## config.mk

```make
export PLATFORM = sky130hd
export DESIGN_NAME = swb_wr_slave
export DESIGN_NICKNAME = d
export VERILOG_FILES = /design/src/rtl/swb_pkg.sv /design/src/rtl/swb_size_lut.sv /design/src/rtl/swb_rx_fsm.sv /design/src/rtl/swb_attn_ctrl.sv /design/src/rtl/swb_wr_slave.sv
export SDC_FILE = /design/constraint.sdc
export NUM_CORES = 1
export LEC_CHECK = 0
export ABC_AREA = 1
export CORE_MARGIN = 1.5
export CORE_UTILIZATION = 45
export DETAILED_ROUTE_END_ITERATION = 8
export PLACE_DENSITY = 0.68
export SYNTH_ARGS = -nofsm -noshare
export SYNTH_HDL_FRONTEND = slang
export SYNTH_SLANG_ARGS = --single-unit
```

## constraint.sdc

```tcl
create_clock -name clk -period 2.1 [get_ports clk]
set_clock_uncertainty 0.2 [all_clocks]
set_input_delay 0.315 -clock clk [delete_from_list [all_inputs] [get_ports clk]]
set_output_delay 0.315 -clock clk [all_outputs]
set_load 0.005 [all_outputs]
```

## src/rtl/swb_pkg.sv

```systemverilog
// Package: shared types for the single-wire bus write slave.
// Assumes nothing beyond IEEE 1800-2017 types.
package swb_pkg;
    typedef enum logic [1:0] {
        RX_IDLE = 2'd0,
        RX_HDR  = 2'd1,
        RX_DATA = 2'd2,
        RX_PAR  = 2'd3
    } rx_state_t;
endpackage

```

## src/rtl/swb_size_lut.sv

```systemverilog
// Register size lookup: maps an internal address to its data width.
// Addresses below NARROW_N are narrow, the next WIDE_N are wide, the rest undefined.
module swb_size_lut #(
    parameter int ADR_W    = 5,
    parameter int NARROW_N = 8,
    parameter int WIDE_N   = 8
) (
    input  logic [ADR_W-1:0] addr,
    output logic             is_wide,
    output logic             is_defined
);
    localparam int LIMIT = NARROW_N + WIDE_N;

    logic [31:0] addr32;

    // Compare the address against the size boundaries.
    always_comb begin
        addr32     = 32'(addr);
        is_defined = (addr32 < 32'(LIMIT));
        is_wide    = is_defined && (addr32 >= 32'(NARROW_N));
    end
endmodule

```

## src/rtl/swb_rx_fsm.sv

```systemverilog
// Frame receiver: assembles header and data from bit strobes, tracks parity,
// issues the acknowledge and the commit strobe. Assumes strobes last one cycle
// and that start_stb wins over bit_stb in the same cycle.
module swb_rx_fsm
    import swb_pkg::*;
#(
    parameter int DEV_W    = 3,
    parameter int ADR_W    = 5,
    parameter int NARROW_W = 8,
    parameter int WIDE_W   = 16,
    parameter int NARROW_N = 8,
    parameter int WIDE_N   = 8
) (
    input  logic              clk,
    input  logic              rst_n,
    input  logic              bus_rst,
    input  logic              start_stb,
    input  logic              bit_stb,
    input  logic              bit_val,
    input  logic [DEV_W-1:0]  dev_strap,
    output logic              ack_stb,
    output logic              ack_val,
    output logic              wr_en,
    output logic [ADR_W-1:0]  wr_addr,
    output logic [WIDE_W-1:0] wr_data
);
    localparam int HDR_W = DEV_W + ADR_W + 1;
    localparam int MAXN  = (HDR_W > WIDE_W) ? HDR_W : WIDE_W;
    localparam int CNT_W = $clog2(MAXN) + 1;
    localparam logic [CNT_W-1:0] HDR_LAST    = CNT_W'(HDR_W - 1);
    localparam logic [CNT_W-1:0] NARROW_LAST = CNT_W'(NARROW_W - 1);
    localparam logic [CNT_W-1:0] WIDE_LAST   = CNT_W'(WIDE_W - 1);

    rx_state_t         state_q;
    logic [CNT_W-1:0]  cnt_q;
    logic [HDR_W-1:0]  hdr_q;
    logic [HDR_W-1:0]  hdr_nxt;
    logic [WIDE_W-1:0] dat_q;
    logic              par_q;
    logic              mine_q;
    logic              wide_q;
    logic              def_q;
    logic [ADR_W-1:0]  addr_q;
    logic [DEV_W-1:0]  hdr_dev;
    logic [ADR_W-1:0]  hdr_addr;
    logic              hdr_rd;
    logic              lut_wide;
    logic              lut_def;
    logic              par_ok;

    // Split the header as it would look with the current bit shifted in.
    always_comb begin
        hdr_nxt  = {hdr_q[HDR_W-2:0], bit_val};
        hdr_dev  = hdr_nxt[HDR_W-1 -: DEV_W];
        hdr_addr = hdr_nxt[ADR_W:1];
        hdr_rd   = hdr_nxt[0];
        par_ok   = ((par_q ^ bit_val) == 1'b0);
    end

    swb_size_lut #(
        .ADR_W   (ADR_W),
        .NARROW_N(NARROW_N),
        .WIDE_N  (WIDE_N)
    ) size_i (
        .addr      (hdr_addr),
        .is_wide   (lut_wide),
        .is_defined(lut_def)
    );

    // Frame sequencer: header, data, parity, then acknowledge.
    always_ff @(posedge clk) begin
        if (!rst_n || bus_rst) begin
            state_q <= RX_IDLE;
            cnt_q   <= '0;
            hdr_q   <= '0;
            dat_q   <= '0;
            par_q   <= 1'b0;
            mine_q  <= 1'b0;
            wide_q  <= 1'b0;
            def_q   <= 1'b0;
            addr_q  <= '0;
            ack_stb <= 1'b0;
            ack_val <= 1'b0;
            wr_en   <= 1'b0;
            wr_addr <= '0;
            wr_data <= '0;
        end else begin
            ack_stb <= 1'b0;
            wr_en   <= 1'b0;
            if (start_stb) begin
                state_q <= RX_HDR;
                cnt_q   <= '0;
                hdr_q   <= '0;
                par_q   <= 1'b0;
            end else if (bit_stb) begin
                case (state_q)
                    RX_HDR: begin
                        hdr_q <= hdr_nxt;
                        par_q <= par_q ^ bit_val;
                        if (cnt_q == HDR_LAST) begin
                            cnt_q   <= '0;
                            dat_q   <= '0;
                            mine_q  <= (hdr_dev == dev_strap);
                            addr_q  <= hdr_addr;
                            wide_q  <= lut_wide;
                            def_q   <= lut_def;
                            state_q <= hdr_rd ? RX_IDLE : RX_DATA;
                        end else begin
                            cnt_q <= cnt_q + 1'b1;
                        end
                    end
                    RX_DATA: begin
                        dat_q <= {dat_q[WIDE_W-2:0], bit_val};
                        par_q <= par_q ^ bit_val;
                        if (cnt_q == (wide_q ? WIDE_LAST : NARROW_LAST)) begin
                            state_q <= RX_PAR;
                        end else begin
                            cnt_q <= cnt_q + 1'b1;
                        end
                    end
                    RX_PAR: begin
                        state_q <= RX_IDLE;
                        if (mine_q) begin
                            ack_stb <= 1'b1;
                            ack_val <= def_q && par_ok;
                            wr_en   <= def_q && par_ok;
                            if (def_q && par_ok) begin
                                wr_addr <= addr_q;
                                wr_data <= dat_q;
                            end
                        end
                    end
                    default: state_q <= RX_IDLE;
                endcase
            end
        end
    end
endmodule

```

## src/rtl/swb_attn_ctrl.sv

```systemverilog
// Error and attention control: keeps the sticky error flag and issues a gated,
// single-cycle attention request. Assumes nack_evt lasts one cycle.
module swb_attn_ctrl (
    input  logic clk,
    input  logic rst_n,
    input  logic bus_rst,
    input  logic nack_evt,
    input  logic status_rd,
    input  logic attn_en,
    input  logic bus_idle,
    input  logic attn_obs,
    output logic ber,
    output logic attn_req
);
    logic pend_q;
    logic seen_q;
    logic fire;

    // A request may go out when pending, enabled, idle and not yet seen.
    always_comb begin
        fire = pend_q && attn_en && bus_idle && !seen_q;
    end

    // Update the error flag, the pending request and the seen gate.
    always_ff @(posedge clk) begin
        if (!rst_n || bus_rst) begin
            ber      <= 1'b0;
            pend_q   <= 1'b0;
            seen_q   <= 1'b0;
            attn_req <= 1'b0;
        end else begin
            attn_req <= fire;
            if (nack_evt) begin
                ber <= 1'b1;
            end else if (status_rd) begin
                ber <= 1'b0;
            end
            if (nack_evt) begin
                pend_q <= 1'b1;
            end else if (status_rd || fire) begin
                pend_q <= 1'b0;
            end
            if (status_rd) begin
                seen_q <= 1'b0;
            end else if (fire || attn_obs) begin
                seen_q <= 1'b1;
            end
        end
    end
endmodule

```

## src/rtl/swb_wr_slave.sv

```systemverilog
// Top: write path of a single-wire bus slave. Joins the frame receiver with
// the error and attention control. Assumes decoded, single-cycle symbols.
module swb_wr_slave #(
    parameter int DEV_W    = 3,
    parameter int ADR_W    = 5,
    parameter int NARROW_W = 8,
    parameter int WIDE_W   = 16,
    parameter int NARROW_N = 8,
    parameter int WIDE_N   = 8
) (
    input  logic              clk,
    input  logic              rst_n,
    input  logic              bus_rst,
    input  logic              start_stb,
    input  logic              bit_stb,
    input  logic              bit_val,
    input  logic              bus_idle,
    input  logic [DEV_W-1:0]  dev_strap,
    input  logic              attn_en,
    input  logic              attn_obs,
    input  logic              status_rd,
    output logic              ack_stb,
    output logic              ack_val,
    output logic              wr_en,
    output logic [ADR_W-1:0]  wr_addr,
    output logic [WIDE_W-1:0] wr_data,
    output logic              ber,
    output logic              attn_req
);
    logic nack_evt;

    // A refused acknowledge is the error event.
    always_comb begin
        nack_evt = ack_stb && !ack_val;
    end

    swb_rx_fsm #(
        .DEV_W   (DEV_W),
        .ADR_W   (ADR_W),
        .NARROW_W(NARROW_W),
        .WIDE_W  (WIDE_W),
        .NARROW_N(NARROW_N),
        .WIDE_N  (WIDE_N)
    ) rx_i (
        .clk      (clk),
        .rst_n    (rst_n),
        .bus_rst  (bus_rst),
        .start_stb(start_stb),
        .bit_stb  (bit_stb),
        .bit_val  (bit_val),
        .dev_strap(dev_strap),
        .ack_stb  (ack_stb),
        .ack_val  (ack_val),
        .wr_en    (wr_en),
        .wr_addr  (wr_addr),
        .wr_data  (wr_data)
    );

    swb_attn_ctrl attn_i (
        .clk      (clk),
        .rst_n    (rst_n),
        .bus_rst  (bus_rst),
        .nack_evt (nack_evt),
        .status_rd(status_rd),
        .attn_en  (attn_en),
        .bus_idle (bus_idle),
        .attn_obs (attn_obs),
        .ber      (ber),
        .attn_req (attn_req)
    );
endmodule

```

==> results.json, run 1 <==
{
  "gpl.final_weighted_congestion": 0.828,
  "cp_data_arrival_time_ns": 1.81,
  "port_buffers": 38,
  "gr-usage-all-layers_pct": 19.1,
  "dieArea_mm2": 0.00677,
  "placement.setup.worst_slack_ns": 0.0520,
  "finish.net_count": 420,
  "synth_cell_types": 33,
  "tightest_slew_ns": 0.639,
  "grt_remaining_overflow": 0,
  "grt_antenna_before_repair": 0,
  "floorplan.rows": 28,
  "leakagePower_nw": 1.45,
  "viasPerCell": 4.97,
  "count_of_instances_resized_after_the_clock_tree_is_built": 0,
  "setup_violations": 0,
  "first_global_vias": 2135,
  "tritoncts": "done",
  "clkSlewWorstSetupHoldPaths_ns": 0.07,
  "die-height_um": 82.3,
  "totalNegativeSetupSlack_ns": 0,
  "ir_worst_vdd_mv": 0.684,
  "wl_um": 5860,
  "fin_total_pwr_w": 0.00246,
  "worstSetupStartpointType": "flip-flop",
  "fin_crit_ns": 1.79,
  "final-instance-count-excl-fill": 482,
  "final_cell_mix": "nor2_1, dfxtp_1, nand2_1, a21oi_1, clkdlybuf4s50_1",
  "worstHoldPathType": "reg -> reg",
  "route.vias.total": 2394,
  "clk_latency_worst_skew_pair_ns": 0.33,
  "wl_per_cell_um": 12.2,
  "cts_root_buffer": "clkbuf_8",
  "final_common_cell": "nor2_1",
  "boundaryPins": 39,
  "place_area_mm2": 0.00333,
  "critPathMaxFanout": 10,
  "synthesis.area_mm2": 0.00283,
  "number_of_placed_cells_counting_well_taps": 466,
  "postSynthNetCount": 371,
  "layout_worst_path_cycle_share_pct": 85.3,
  "fin_area_mm2": 0.00352,
  "detail_route.drc_violations": 0,
  "worst_setup_path_end_kind": "flip-flop",
  "area_delta_synth_final_pct": 24.4,
  "cts_inserted_buffers": 9,
  "post_route_cells_drive_above_1_share_pct": 14.3,
  "cts.path.max_buffers": 2,
  "timing.max_cap.violations": 0,
  "core_region_area_mm2": 0.00599,
  "clock_sinks": 68,
  "drt-initial-drc-count": 84,
  "status": "finished, final reports clean",
  "insertedDiodeCount": 0,
  "synth_area_per_cell_um2": 8.01,
  "rsz0062_at_grt": "false",
  "grt_start_max_net_pins": 27,
  "ys_warn_count": 0,
  "clock.fmax_mhz": 558,
  "finalHoldViolCount": 0,
  "slew-limit-headroom_pct": 57.3,
  "synth_sequential_area_ratio_pct": 48.1,
  "slew_viol_final": 0,
  "synth_cells": 353,
  "p_per_area_mw_per_mm2": 699,
  "antenna_left": 0,
  "cts_hold_buf": 0,
  "post-cts-setup-buffers": 0,
  "die_width_um": 82.3,
  "cts-htree-levels": 3,
  "layout_setup_ws_ns": 0.309,
  "timing.critical_path.required_ns": 2.12,
  "worstSetupPathType": "reg -> reg",
  "grt_first_pass_wirelength_um": 9800,
  "dp_hpwl_um": 4070,
  "start_util_pct": 47.2,
  "number_of_detailed_routing_iterations_run_before_antenna_repair": 4,
  "ys_seq_elements": 68
}
[cells by family after synthesis]
group | synth area share (%)
AO/OA/AOI/OAI | 16.5
XOR/XNOR | 1.86
adder cells (fa/ha/maj) | 2.21
buffers and inverters | 5.66
flip-flops | 48.1
AND/OR/NAND/NOR | 25.7
[layer usage]
metal	global-route usage, %	wire length [um]
met5	0	0
met4	8.64	71
met3	3.74	224
met2	29.3	2650
met1	25.9	2920
[path summary, 6_finish.rpt]
| check | from | endpoint | slack (ns) | cells after the start |
|---|---|---|---|---|
| max | rx_i.cnt_q[0] | rx_i.dat_q[0] | 0.31 | 7 |
| min | attn_i.seen_q | attn_i.attn_req | 0.25 | 1 |
| max reg2reg | rx_i.cnt_q[0] | rx_i.dat_q[0] | 0.31 | 7 |
| min reg2reg | attn_i.seen_q | attn_i.attn_req | 0.25 | 1 |
[worst max-delay path, cell delays in order, from the launching register on]
cell and delay (ns):
dfxtp_1 0.39, inv_1 0.08, ha_1 0.23, nand3_2 0.14, nand2_2 0.18, buf_4 0.23
a21oi_1 0.17, nor3_2 0.06
[stage by stage]
| step | utilization, % | hold slack [ns] |
|---|---|---|
| 3_3_place_gp | 55.5 | 0.235 |
| 5_1_grt | 58.8 | 0.283 |
| 3_5_place_dp | 55.5 | 0.242 |
| 6_report | 58.8 | 0.252 |
| 4_1_cts | 58.8 | 0.253 |
| 2_1_floorplan | - | 0.225 |
[state kept, by name, summed over array words and instances, names as in the netlist]
name             count
rx_i.wr_en           1
attn_i.attn_req      1
rx_i.dat_q          16
rx_i.hdr_q           8
rx_i.addr_q          5
rx_i.wr_addr         5
attn_i.ber           1
rx_i.ack_stb         1
rx_i.cnt_q           5
rx_i.state_q         2
rx_i.ack_val         1
rx_i.par_q           1
rx_i.wr_data        16
rx_i.mine_q          1
rx_i.wide_q          1
attn_i.pend_q        1
rx_i.def_q           1
attn_i.seen_q        1
[cell type report]
| type | instances | area [um^2] |
|---|---|---|
| Timing Repair Buffer | 51 | 478 |
| Inverter | 23 | 86.3 |
| Clock inverter | 6 | 65.1 |
| Clock buffer | 10 | 128 |
| Fill cell | 550 | 2470 |
| Sequential cell | 68 | 1360 |
| Multi-Input combinational cell | 249 | 1310 |
| Tap cell | 75 | 93.8 |
[Yosys cell counts, drive strengths merged]
master | n | area [um^2]
a31oi | 1 | 6.26
ha | 5 | 62.6
o31ai | 1 | 7.51
nor2 | 74 | 304
dfxtp | 68 | 1360
nand3 | 8 | 50.1
or2 | 1 | 6.26
buf | 9 | 58.8
inv | 23 | 86.3
o21bai | 1 | 7.51
nand3b | 2 | 15.0
nand2 | 47 | 186
clkbuf | 4 | 15.0
xor2 | 3 | 26.3
nor3 | 18 | 146
o21ai | 31 | 155
nand4 | 3 | 18.8
a21oi | 51 | 289
xnor2 | 3 | 26.3
[where the power goes]
part           total [W]  internal, W  leakage (nW)  switching, W
logic           0.000131    0.0000558         0.801     0.0000753
clock network    0.00103     0.000548        0.0962      0.000481
registers        0.00130      0.00129         0.548    0.00000541
total            0.00246      0.00190          1.45      0.000561
No activity file was read; power rests on OpenSTA's default activity.
==> run 2: changes to the inputs <==
--- a/config.mk
+++ b/config.mk
@@ -8,6 +8,7 @@
 export ABC_AREA = 1
 export CORE_MARGIN = 1.5
 export CORE_UTILIZATION = 45
+export CTS_CLUSTER_DIAMETER = 150
 export DETAILED_ROUTE_END_ITERATION = 8
 export PLACE_DENSITY = 0.68
 export SYNTH_ARGS = -nofsm -noshare
==> results of run 2 <==
No change in the layout: final DEF, timing and power equal those of run 1.
==> run 3: changes to the inputs <==
--- a/config.mk
+++ b/config.mk
@@ -9,6 +9,7 @@
 export CORE_MARGIN = 1.5
 export CORE_UTILIZATION = 45
 export CTS_CLUSTER_DIAMETER = 150
+export CTS_CLUSTER_SIZE = 12
 export DETAILED_ROUTE_END_ITERATION = 8
 export PLACE_DENSITY = 0.68
 export SYNTH_ARGS = -nofsm -noshare
==> results of run 3 <==
No change in the layout: final DEF, timing and power equal those of run 1.
